## config.mk

```make
export PLATFORM = sky130hd
export DESIGN_NAME = mbx_doorbell_mailbox
export DESIGN_NICKNAME = d
export VERILOG_FILES = /design/src/rtl/mbx_pkg.sv /design/src/rtl/mbx_ring.sv /design/src/rtl/mbx_host_ctl.sv /design/src/rtl/mbx_doorbell_mailbox.sv
export SDC_FILE = /design/constraint.sdc
export NUM_CORES = 1
export LEC_CHECK = 0
export BUFFER_PORTS_ARGS = -buffer_cell sky130_fd_sc_hd__buf_2
export CAP_MARGIN = 40
export CELL_PAD_IN_SITES_DETAIL_PLACEMENT = 2
export CELL_PAD_IN_SITES_GLOBAL_PLACEMENT = 2
export CORE_MARGIN = 8
export CORE_UTILIZATION = 25
export CTS_BUF_LIST = sky130_fd_sc_hd__clkbuf_16
export DETAILED_ROUTE_END_ITERATION = 8
export GPL_ROUTABILITY_DRIVEN = 0
export GPL_TIMING_DRIVEN = 0
export HOLD_SLACK_MARGIN = 0.15
export PLACE_DENSITY_LB_ADDON = 0.1
export SKIP_LAST_GASP = 1
export SLEW_MARGIN = 20
export SYNTH_ARGS = -nofsm -noshare
export SYNTH_HDL_FRONTEND = slang
export SYNTH_HIERARCHICAL = 1
export SYNTH_SLANG_ARGS = --single-unit
```

## constraint.sdc

```tcl
create_clock -name clk -period 6.1 [get_ports clk]
set_input_delay 0.915 -clock clk [delete_from_list [all_inputs] [get_ports clk]]
set_output_delay 0.915 -clock clk [all_outputs]
set_load 0.01 [all_outputs]
```

## src/rtl/mbx_pkg.sv

```systemverilog
`timescale 1ns/1ps
package mbx_pkg;
  localparam int SLOT_W = 32;
  localparam int PTR_W  = 8;

  localparam logic [1:0] SEL_TX_WIN = 2'd0;
  localparam logic [1:0] SEL_HOST_ST = 2'd1;
  localparam logic [1:0] SEL_RX_WIN = 2'd2;
  localparam logic [1:0] SEL_PEER_ST = 2'd3;

  localparam int B_IE  = 0;
  localparam int B_IS  = 1;
  localparam int B_IG  = 2;
  localparam int B_RDY = 3;
  localparam int B_RST = 4;
  localparam int B_ERR = 5;
  localparam int RP_LSB  = 8;
  localparam int WP_LSB  = 16;
  localparam int DEP_LSB = 24;

  typedef struct packed {
    logic ie;
    logic is;
    logic ready;
    logic rst;
    logic err;
  } ctl_flags_t;

  function automatic logic [PTR_W-1:0] fill_count(input logic [PTR_W-1:0] wp,
                                                   input logic [PTR_W-1:0] rp);
    return wp - rp;
  endfunction

  function automatic logic [PTR_W-1:0] free_count(input logic [PTR_W-1:0] depth,
                                                   input logic [PTR_W-1:0] fill);
    return depth - fill;
  endfunction

  function automatic logic [SLOT_W-1:0] pack_status(input ctl_flags_t f,
                                                     input logic [PTR_W-1:0] rp,
                                                     input logic [PTR_W-1:0] wp,
                                                     input logic [PTR_W-1:0] depth);
    logic [SLOT_W-1:0] w;
    w = '0;
    w[B_IE]  = f.ie;
    w[B_IS]  = f.is;
    w[B_RDY] = f.ready;
    w[B_RST] = f.rst;
    w[B_ERR] = f.err;
    w[RP_LSB +: PTR_W]  = rp;
    w[WP_LSB +: PTR_W]  = wp;
    w[DEP_LSB +: PTR_W] = depth;
    return w;
  endfunction
endpackage

```

## src/rtl/mbx_ring.sv

```systemverilog
`timescale 1ns/1ps
module mbx_ring
  import mbx_pkg::*;
#(
  parameter int DEPTH = 16
) (
  input  logic              clk,
  input  logic              rst_n,
  input  logic              flush,
  input  logic              push,
  input  logic [SLOT_W-1:0] push_data,
  input  logic              pop,
  output logic [PTR_W-1:0]  rd_ptr,
  output logic [PTR_W-1:0]  wr_ptr,
  output logic [SLOT_W-1:0] head,
  output logic              empty,
  output logic              full,
  output logic              push_rej,
  output logic              pop_rej
);
  localparam int IDX_W = (DEPTH > 1) ? $clog2(DEPTH) : 1;
  localparam logic [PTR_W-1:0] DEPTH_B = PTR_W'(DEPTH);

  logic [SLOT_W-1:0] store [DEPTH];
  logic [PTR_W-1:0]  fill;
  logic              push_ok;
  logic              pop_ok;

  assign fill     = fill_count(wr_ptr, rd_ptr);
  assign full     = (fill == DEPTH_B);
  assign empty    = (fill == '0);
  assign push_ok  = push & ~full & ~flush;
  assign pop_ok   = pop & ~empty & ~flush;
  assign push_rej = push & full & ~flush;
  assign pop_rej  = pop & empty & ~flush;
  assign head     = empty ? '0 : store[rd_ptr[IDX_W-1:0]];

  always_ff @(posedge clk) begin
    if (push_ok) store[wr_ptr[IDX_W-1:0]] <= push_data;
  end

  always_ff @(posedge clk or negedge rst_n) begin
    if (!rst_n) begin
      rd_ptr <= '0;
      wr_ptr <= '0;
    end else if (flush) begin
      rd_ptr <= '0;
      wr_ptr <= '0;
    end else begin
      if (push_ok) wr_ptr <= wr_ptr + 1'b1;
      if (pop_ok)  rd_ptr <= rd_ptr + 1'b1;
    end
  end
endmodule

```

## src/rtl/mbx_host_ctl.sv

```systemverilog
`timescale 1ns/1ps
module mbx_host_ctl
  import mbx_pkg::*;
(
  input  logic              clk,
  input  logic              rst_n,
  input  logic              st_wr,
  input  logic [SLOT_W-1:0] st_wdata,
  input  logic              ring_in,
  input  logic              fault_in,
  output ctl_flags_t        flags,
  output logic              doorbell,
  output logic              flush_now
);
  logic ie_q, is_q, rdy_q, rst_q, err_q, db_q;

  assign flush_now = rst_q | (st_wr & st_wdata[B_RST]);
  assign doorbell  = db_q;
  assign flags     = '{ie: ie_q, is: is_q, ready: rdy_q, rst: rst_q, err: err_q};

  always_ff @(posedge clk or negedge rst_n) begin
    if (!rst_n) begin
      ie_q  <= 1'b0;
      is_q  <= 1'b0;
      rdy_q <= 1'b0;
      rst_q <= 1'b0;
      err_q <= 1'b0;
      db_q  <= 1'b0;
    end else begin
      db_q <= st_wr & st_wdata[B_IG];
      if (st_wr) begin
        ie_q  <= st_wdata[B_IE];
        rdy_q <= st_wdata[B_RDY];
        rst_q <= st_wdata[B_RST];
      end
      if (ring_in)                       is_q <= 1'b1;
      else if (st_wr && st_wdata[B_IS])  is_q <= 1'b0;
      if (fault_in)                                           err_q <= 1'b1;
      else if ((st_wr && st_wdata[B_ERR]) || flush_now)       err_q <= 1'b0;
    end
  end
endmodule

```

## src/rtl/mbx_doorbell_mailbox.sv

```systemverilog
`timescale 1ns/1ps
module mbx_doorbell_mailbox
  import mbx_pkg::*;
#(
  parameter int DEPTH = 16
) (
  input  logic              clk,
  input  logic              rst_n,
  input  logic              hst_wr,
  input  logic              hst_rd,
  input  logic [3:0]        hst_addr,
  input  logic [31:0]       hst_wdata,
  output logic [31:0]       hst_rdata,
  output logic              host_irq,
  input  logic              peer_push,
  input  logic [31:0]       peer_wdata,
  input  logic              peer_pop,
  output logic [31:0]       peer_rdata,
  input  logic              peer_ready,
  input  logic              peer_ring,
  output logic              peer_doorbell,
  output logic              mbx_reset
);
  localparam logic [PTR_W-1:0] DEPTH_B = PTR_W'(DEPTH);

  logic [1:0] sel;
  logic host_push, host_pop, st_wr, ig_wr, flush;
  logic [PTR_W-1:0] tx_rp, tx_wp, rx_rp, rx_wp;
  logic [SLOT_W-1:0] tx_head, rx_head;
  logic tx_empty, tx_full, rx_empty, rx_full;
  logic tx_push_rej, tx_pop_rej, rx_push_rej, rx_pop_rej;
  logic host_fault, peer_fault, peer_err_q;
  ctl_flags_t host_flags, peer_flags;

  assign sel       = hst_addr[3:2];
  assign host_push = hst_wr & (sel == SEL_TX_WIN);
  assign host_pop  = hst_rd & (sel == SEL_RX_WIN);
  assign st_wr     = hst_wr & (sel == SEL_HOST_ST);
  assign ig_wr     = st_wr & hst_wdata[B_IG];

  // host-to-peer ring
  mbx_ring #(.DEPTH(DEPTH)) u_tx (
    .clk(clk), .rst_n(rst_n), .flush(flush),
    .push(host_push), .push_data(hst_wdata), .pop(peer_pop),
    .rd_ptr(tx_rp), .wr_ptr(tx_wp), .head(tx_head),
    .empty(tx_empty), .full(tx_full),
    .push_rej(tx_push_rej), .pop_rej(tx_pop_rej)
  );

  // peer-to-host ring
  mbx_ring #(.DEPTH(DEPTH)) u_rx (
    .clk(clk), .rst_n(rst_n), .flush(flush),
    .push(peer_push), .push_data(peer_wdata), .pop(host_pop),
    .rd_ptr(rx_rp), .wr_ptr(rx_wp), .head(rx_head),
    .empty(rx_empty), .full(rx_full),
    .push_rej(rx_push_rej), .pop_rej(rx_pop_rej)
  );

  assign host_fault = tx_push_rej | rx_pop_rej;
  assign peer_fault = rx_push_rej | tx_pop_rej;

  mbx_host_ctl u_ctl (
    .clk(clk), .rst_n(rst_n), .st_wr(st_wr), .st_wdata(hst_wdata),
    .ring_in(peer_ring), .fault_in(host_fault),
    .flags(host_flags), .doorbell(peer_doorbell), .flush_now(flush)
  );

  always_ff @(posedge clk or negedge rst_n) begin
    if (!rst_n)          peer_err_q <= 1'b0;
    else if (peer_fault) peer_err_q <= 1'b1;
    else if (flush)      peer_err_q <= 1'b0;
  end

  assign peer_flags = '{ie: 1'b0, is: 1'b0, ready: peer_ready, rst: 1'b0, err: peer_err_q};

  always_comb begin
    unique case (sel)
      SEL_TX_WIN:  hst_rdata = '0;
      SEL_HOST_ST: hst_rdata = pack_status(host_flags, tx_rp, tx_wp, DEPTH_B);
      SEL_RX_WIN:  hst_rdata = rx_head;
      default:     hst_rdata = pack_status(peer_flags, rx_rp, rx_wp, DEPTH_B);
    endcase
  end

  assign peer_rdata = tx_head;
  assign host_irq   = host_flags.ie & host_flags.is;
  assign mbx_reset  = host_flags.rst;
endmodule

```

* Word level (Yosys, flattened, before mapping)
Memories as Yosys holds them, arrays and structs flattened. Cells that the tools add are included.
Storage, ports and cells: register bits after elaboration 39, bits in writable memories 1024, output and inout port bits 67, memories 2
Memories:
- u_rx.store | depth 16, width 32, read ports 1, clocked after memory_dff 0, wr ports 1, RTL line mbx_ring.sv:24 | logic [SLOT_W-1:0] store [DEPTH];
- u_tx.store | depth 16, width 32, read ports 1, clocked after memory_dff 0, wr ports 1, RTL line mbx_ring.sv:24
Operators by class: add/sub/neg operators 6, eq/ne operators 4, muxes and demuxes 21, bitwise logic cells 30, reduce and logical (&&, ||, !) cells 13
Operators by type and width (count):
- 32-bit one-hot mux with 3 select lines | 1
- 32-bit 2-to-1 mux | 2
- 8-bit 2-to-1 mux | 8
- 8-bit by 1-bit adder with 8-bit output, second input constant | 4
- 1-bit AND | 22
- 8-bit by 5-bit equality test with 1-bit output, second input constant | 2
- 8-bit logical NOT | 2
- 8-bit subtractor | 2
- 2-bit nonzero test | 7
- 1-bit 2-to-1 mux | 10
- 1-bit NOT | 5
- 1-bit bitwise OR | 3
- 2-bit by 1-bit equality test with 1-bit output, second input constant | 1
- 2-bit equality test, second input constant | 1
- 1-bit logical AND | 2
- 2-bit logical NOT | 1
- 1-bit logical OR | 1

* Logic depth before layout (Yosys ltp)
depth after elaboration 8, depth in mapped cells 15, gate-level depth less buffers 11

* By module
Netlist, hierarchy kept.
By module, submodules not included:
- mbx_ring | instances 2, cells an instance 912, area each 20792.4 µm², seq. area each 15775.1 µm²
- mbx_doorbell_mailbox | instances 1, cells an instance 68, area each 659.4 µm², seq. area each 25.0 µm²
- mbx_host_ctl | instances 1, cells an instance 22, area each 262.8 µm², seq. area each 150.1 µm²

* Least setup slack after synthesis
OpenSTA, ideal clock, no wires.
kind register -> register, start register u_rx.rd_ptr[2], end memory u_rx.store[10][0] (enable), library setup time 513 ps, data arrival time 6121 ps, required time 5587 ps, setup slack -534 ps, cell stages (with the launch flop) 12, path buffers 3, period minus slack after synthesis 6634 ps, cells stage by stage dfrtp_1 inv_2 buf_1 ha_1 a21oi_1 nand2_1 a21oi_1 mux2i_1 nor4_4 buf_4 buf_4 nor4b_1
On the way: longest elaborated chain between the ends 7
RTL lines:
- start, declared | RTL line mbx_ring.sv:13 | output logic [PTR_W-1:0] rd_ptr,
- start signal, assigned | RTL line mbx_ring.sv:51 | if (pop_ok) rd_ptr <= rd_ptr + 1'b1;
- 8-bit subtractor | RTL line mbx_pkg.sv:31 | return wp - rp;
- 8-bit by 5-bit equality test with 1-bit output | RTL line mbx_ring.sv:30 | assign full = (fill == DEPTH_B);
- net rx_full | RTL line mbx_doorbell_mailbox.sv:30 | logic tx_empty, tx_full, rx_empty, rx_full;
- 1-bit NOT | RTL line mbx_ring.sv:32 | assign push_ok = push & ~full & ~flush;
- 1-bit AND (2 in a row) | RTL line mbx_ring.sv:32
- 1-bit 2-to-1 mux | RTL line mbx_ring.sv:39 | if (push_ok) store[wr_ptr[IDX_W-1:0]] <= push_data;
- 1-bit 2-to-1 mux (implied by the code) | RTL line mbx_ring.sv:39
- end, declared | RTL line mbx_ring.sv:24
The timed path passes the listed nets, and every way through them passes these cells.

* Worst setup path in the final report
start register u_tx.rd_ptr[1], end output peer_rdata[19]
On the way: longest elaborated chain between the ends 3, elaborated cells on any way between the ends 4, classes of those cells 1 x add/sub; 1 x mux; 1 x reduce/logical; 1 x memory
RTL lines:
- start, declared | RTL line mbx_ring.sv:13
- start signal, assigned | RTL line mbx_ring.sv:51
- 8-bit subtractor | RTL line mbx_pkg.sv:31
- 8-bit logical NOT | RTL line mbx_ring.sv:31 | assign empty = (fill == '0);
- 32-bit 2-to-1 mux (*) | RTL line mbx_ring.sv:36 | assign head = empty ? '0 : store[rd_ptr[IDX_W-1:0]];
- end, declared | RTL line mbx_doorbell_mailbox.sv:18 | output logic [31:0] peer_rdata,
Every way passes the cells marked *; elsewhere a longest branch is shown, timed or not.

==> impl_metrics.ini <==
[setup_path]
worstPathMaxFanout = 10
arrival_ns = 4.82
worstSetupPathType = flip-flop to output pin
worstSetupStartpointType = flip-flop
end_kind = output pin
critPathRequiredTime_ns = 5.18

[cts]
cts_buffers = 130
cts_buffer_depth = 3
clkSlewWorstSetupHoldPaths_ns = 0.06
cts.htree.levels = 4
cts_sinks = 1063
cts_tree = built
cts-root-buf = clkbuf_16
clkLatencyLatePin_ns = 0.75

[sta]
layout_min_cycle_time_ns = 5.74
final-setup-viol-count = 0
timing.final.hold_violations = 0
relSlewSlack_pct = 43.9
clock_skew_ns = 0.0196
grt_setup_unrepaired = false
final.period_utilization_pct = 94.0
finalMaxSlewViolations = 0
worst_pin_slew_ns = 0.841
setup_ws_ns = 0.365
fmax_mhz = 174

[pwr]
p_sw_mw = 6.05
p_leak_nw = 17.2
max-vdd-ir-drop_uv = 303
power_per_cell_area_mw_per_mm2 = 394
combPwrFrac_pct = 24.8
p_sw_share_pct = 29.3
pwr-share-clk_pct = 35.3
seq_power_share_pct = 39.9
p_int_mw = 14.6

[die]
die-area_mm2 = 0.183
die_h_um = 428
die_w_um = 428
io_pins = 143
row_count = 151
start_util_pct = 25.1
coreArea_mm2 = 0.169

[synth]
yosysWarnings = 6
synth_enable_flop_cells = 1024
synth.distinct_cells = 52
netlist_instances = 1914
netlist_area_mm2 = 0.0425
avgSynthCellArea_um2 = 22.2
async_flop_share_pct = 3.67
synth_top_area_share_pct = 72.3
yosys.area.top_type = edfxtp_1
ys_ff_latch = 1063
synth_fp_nets = 2014
ys.flop_type = edfxtp_1
ys_seq_area_share_pct = 74.6
synth_area_leaders = edfxtp_1 72%, mux4_2 17%, dfrtp_1 2.3%

[route]
wl_per_cell_um = 28.6
drc = 0
drt-total-wl_um = 136000
drtAntennaViolNets = 0
drt-initial-drc-count = 1020
vias = 21500
dr.pass1.iters = 4
via_per_inst = 4.52

[placed_design]
placed_area_mm2 = 0.0485
dp_slack_ns = 0.256
port_buffers = 138
hpwl_um = 101000

[global_route]
track_usage_pct = 14.7
overflow = 0
grt_pass1_wl_um = 193000
grt_use_met2_pct = 27.7
grt_pass1_vias = 24500
use_met1_pct = 17.3
globalRouteMet3Util_pct = 2.47
antenna_found_initial = 25
grt-busiest-layer = met2
grt_max_degree = 27

[layout]
final_area_mm2 = 0.0525
final_cell_mix = 1024 x edfxtp_1, 320 x mux4_2, 242 x buf_2, 133 x clkbuf_16, 95 x buf_4
drive_above_1_share_pct = 40.1
nets = 2539
ff_latch_area_mm2 = 0.0317
layout_commonest_cell = edfxtp_1
multi_input_area_mm2 = 0.0105
area_growth_pct = 23.6
nFillCells = 16700
finalCoreUtilization_pct = 31.1

[flow_run]
maxCapViolCount = 0

[status]
outcome = complete, no violations

[hold_path]
min-delay-path-class = input pin to flip-flop
## cell families (layout without fill, tap and decap cells)
logic type	Yosys count	count (layout)	synth area share [%]
xor gates and xnor gates	10	10	0.206
adders and majority gates	24	24	0.706
and+or+nand+nor	234	234	3.60
muxes	348	348	17.9
other	0	4	0
AOI/OAI and AO/OA	99	99	1.50
buffers and inverters	136	765	1.48
DFF	1063	1063	74.6
## cell type report
cell class,instances,share of cell area [%]
antenna,4,0.0191
timing repair buffer,396,5.44
multi-input combinational,715,20.0
clock buffer,133,6.34
inverter,22,0.157
tap,2218,5.28
sequential,1063,60.4
clock inverter,103,1.31
buffer,111,1.08
## worst paths after layout
path	cells past startpoint	endpoint	start	slack, ns
worst max-delay path	14	peer_rdata[19]	u_tx/rd_ptr[1]$_DFFE_PN0P_	0.36
worst min-delay path	2	u_ctl/is_q$_DFFE_PN0P_	peer_ring	0.35
worst max register to register	17	u_tx/store[7][16]$_DFFE_PP_	u_tx/rd_ptr[1]$_DFFE_PN0P_	1.00
worst min register to register	1	u_ctl/is_q$_DFFE_PN0P_	u_ctl/is_q$_DFFE_PN0P_	0.50
max in group asynchronous	3	u_tx/rd_ptr[1]$_DFFE_PN0P_	rst_n	4.94
min in group asynchronous	2	u_ctl/ie_q$_DFFE_PN0P_	rst_n	0.62
## cell usage after synthesis, types with 3 or more instances
cell	instances
and3b_1	3
or4_1	6
inv_1	20
nand4_1	12
ha_1	24
a22o_1	21
buf_2	24
edfxtp_1	1024
clkbuf_1	58
clkbuf_2	3
nand3b_1	6
nor3_1	8
nand2b_1	10
buf_6	4
buf_4	15
nand2_1	19
or2_2	3
buf_1	10
o21ai_1	4
and2_1	12
nor2b_1	71
dfrtp_1	39
mux4_2	320
nand3_1	10
nor2_1	11
nor4b_1	30
o21ai_0	18
and3_1	6
o31ai_1	8
xnor2_1	8
mux2_2	6
or3_1	18
a21oi_1	32
mux2_4	20
## metrics by stage
step / cells / power, mW / hold WS, ns / TNS, ns
finish: 4765 / 20.7 / 0.346 / 0
global route: 4761 / 21.6 / 0.304 / 0
CTS: 4758 / 21.2 / 0.269 / 0
detailed placement: 4524 / 13.7 / 0.481 / 0
global placement: 4270 / 13.5 / 0.476 / -5657.37
floorplan: 1914 / 11.4 / 0.450 / -239.07
## metal layers
metal	up-vias	share of wire, %
met2	324	55
met4	6	2.2
met5	-	0.030
li1	9189	-
met3	184	2.8
met1	11800	40
## flip-flops by register name, summed over array words and instances, names as in the netlist
signal and cells:
u_ctl/err_q 1, u_ctl/ie_q 1, u_ctl/doorbell 1, peer_err_q 1, u_rx/store 512, u_rx/wr_ptr 8, u_tx/wr_ptr 8, u_ctl/is_q 1
u_tx/store 512, u_rx/rd_ptr 8, u_ctl/rdy_q 1, u_ctl/rst_q 1, u_tx/rd_ptr 8
## timing repair
item,4_1_cts,5_1_grt
setup endpoints to repair,54,2
hold buffers,1,0
hold endpoints to repair,13,0
buffers inserted,0,0
resized for setup,9,1
## critical path: stages (launching register included)
cell and delay [ns]:
dfrtp_2 0.55, clkbuf_2 0.36, clkbuf_1 0.25, buf_6 0.20, inv_1 0.08, ha_1 0.32, nand3b_1 0.09, nand2_1 0.12
or3_1 0.37, a211o_1 0.32, nor4b_2 0.27, buf_2 0.38, buf_2 0.40, nor2b_1 0.15, buf_2 0.17
## power groups by stage
stage,registers (mW),logic [mW],clock network (mW)
floorplan,8.36,3.03,0
global placement,8.42,5.10,0
detailed placement,8.40,5.34,0
CTS,8.25,5.35,7.58
global route,8.26,5.52,7.83
finish,8.25,5.14,7.30
No activity file was read; power rests on OpenSTA's default activity.
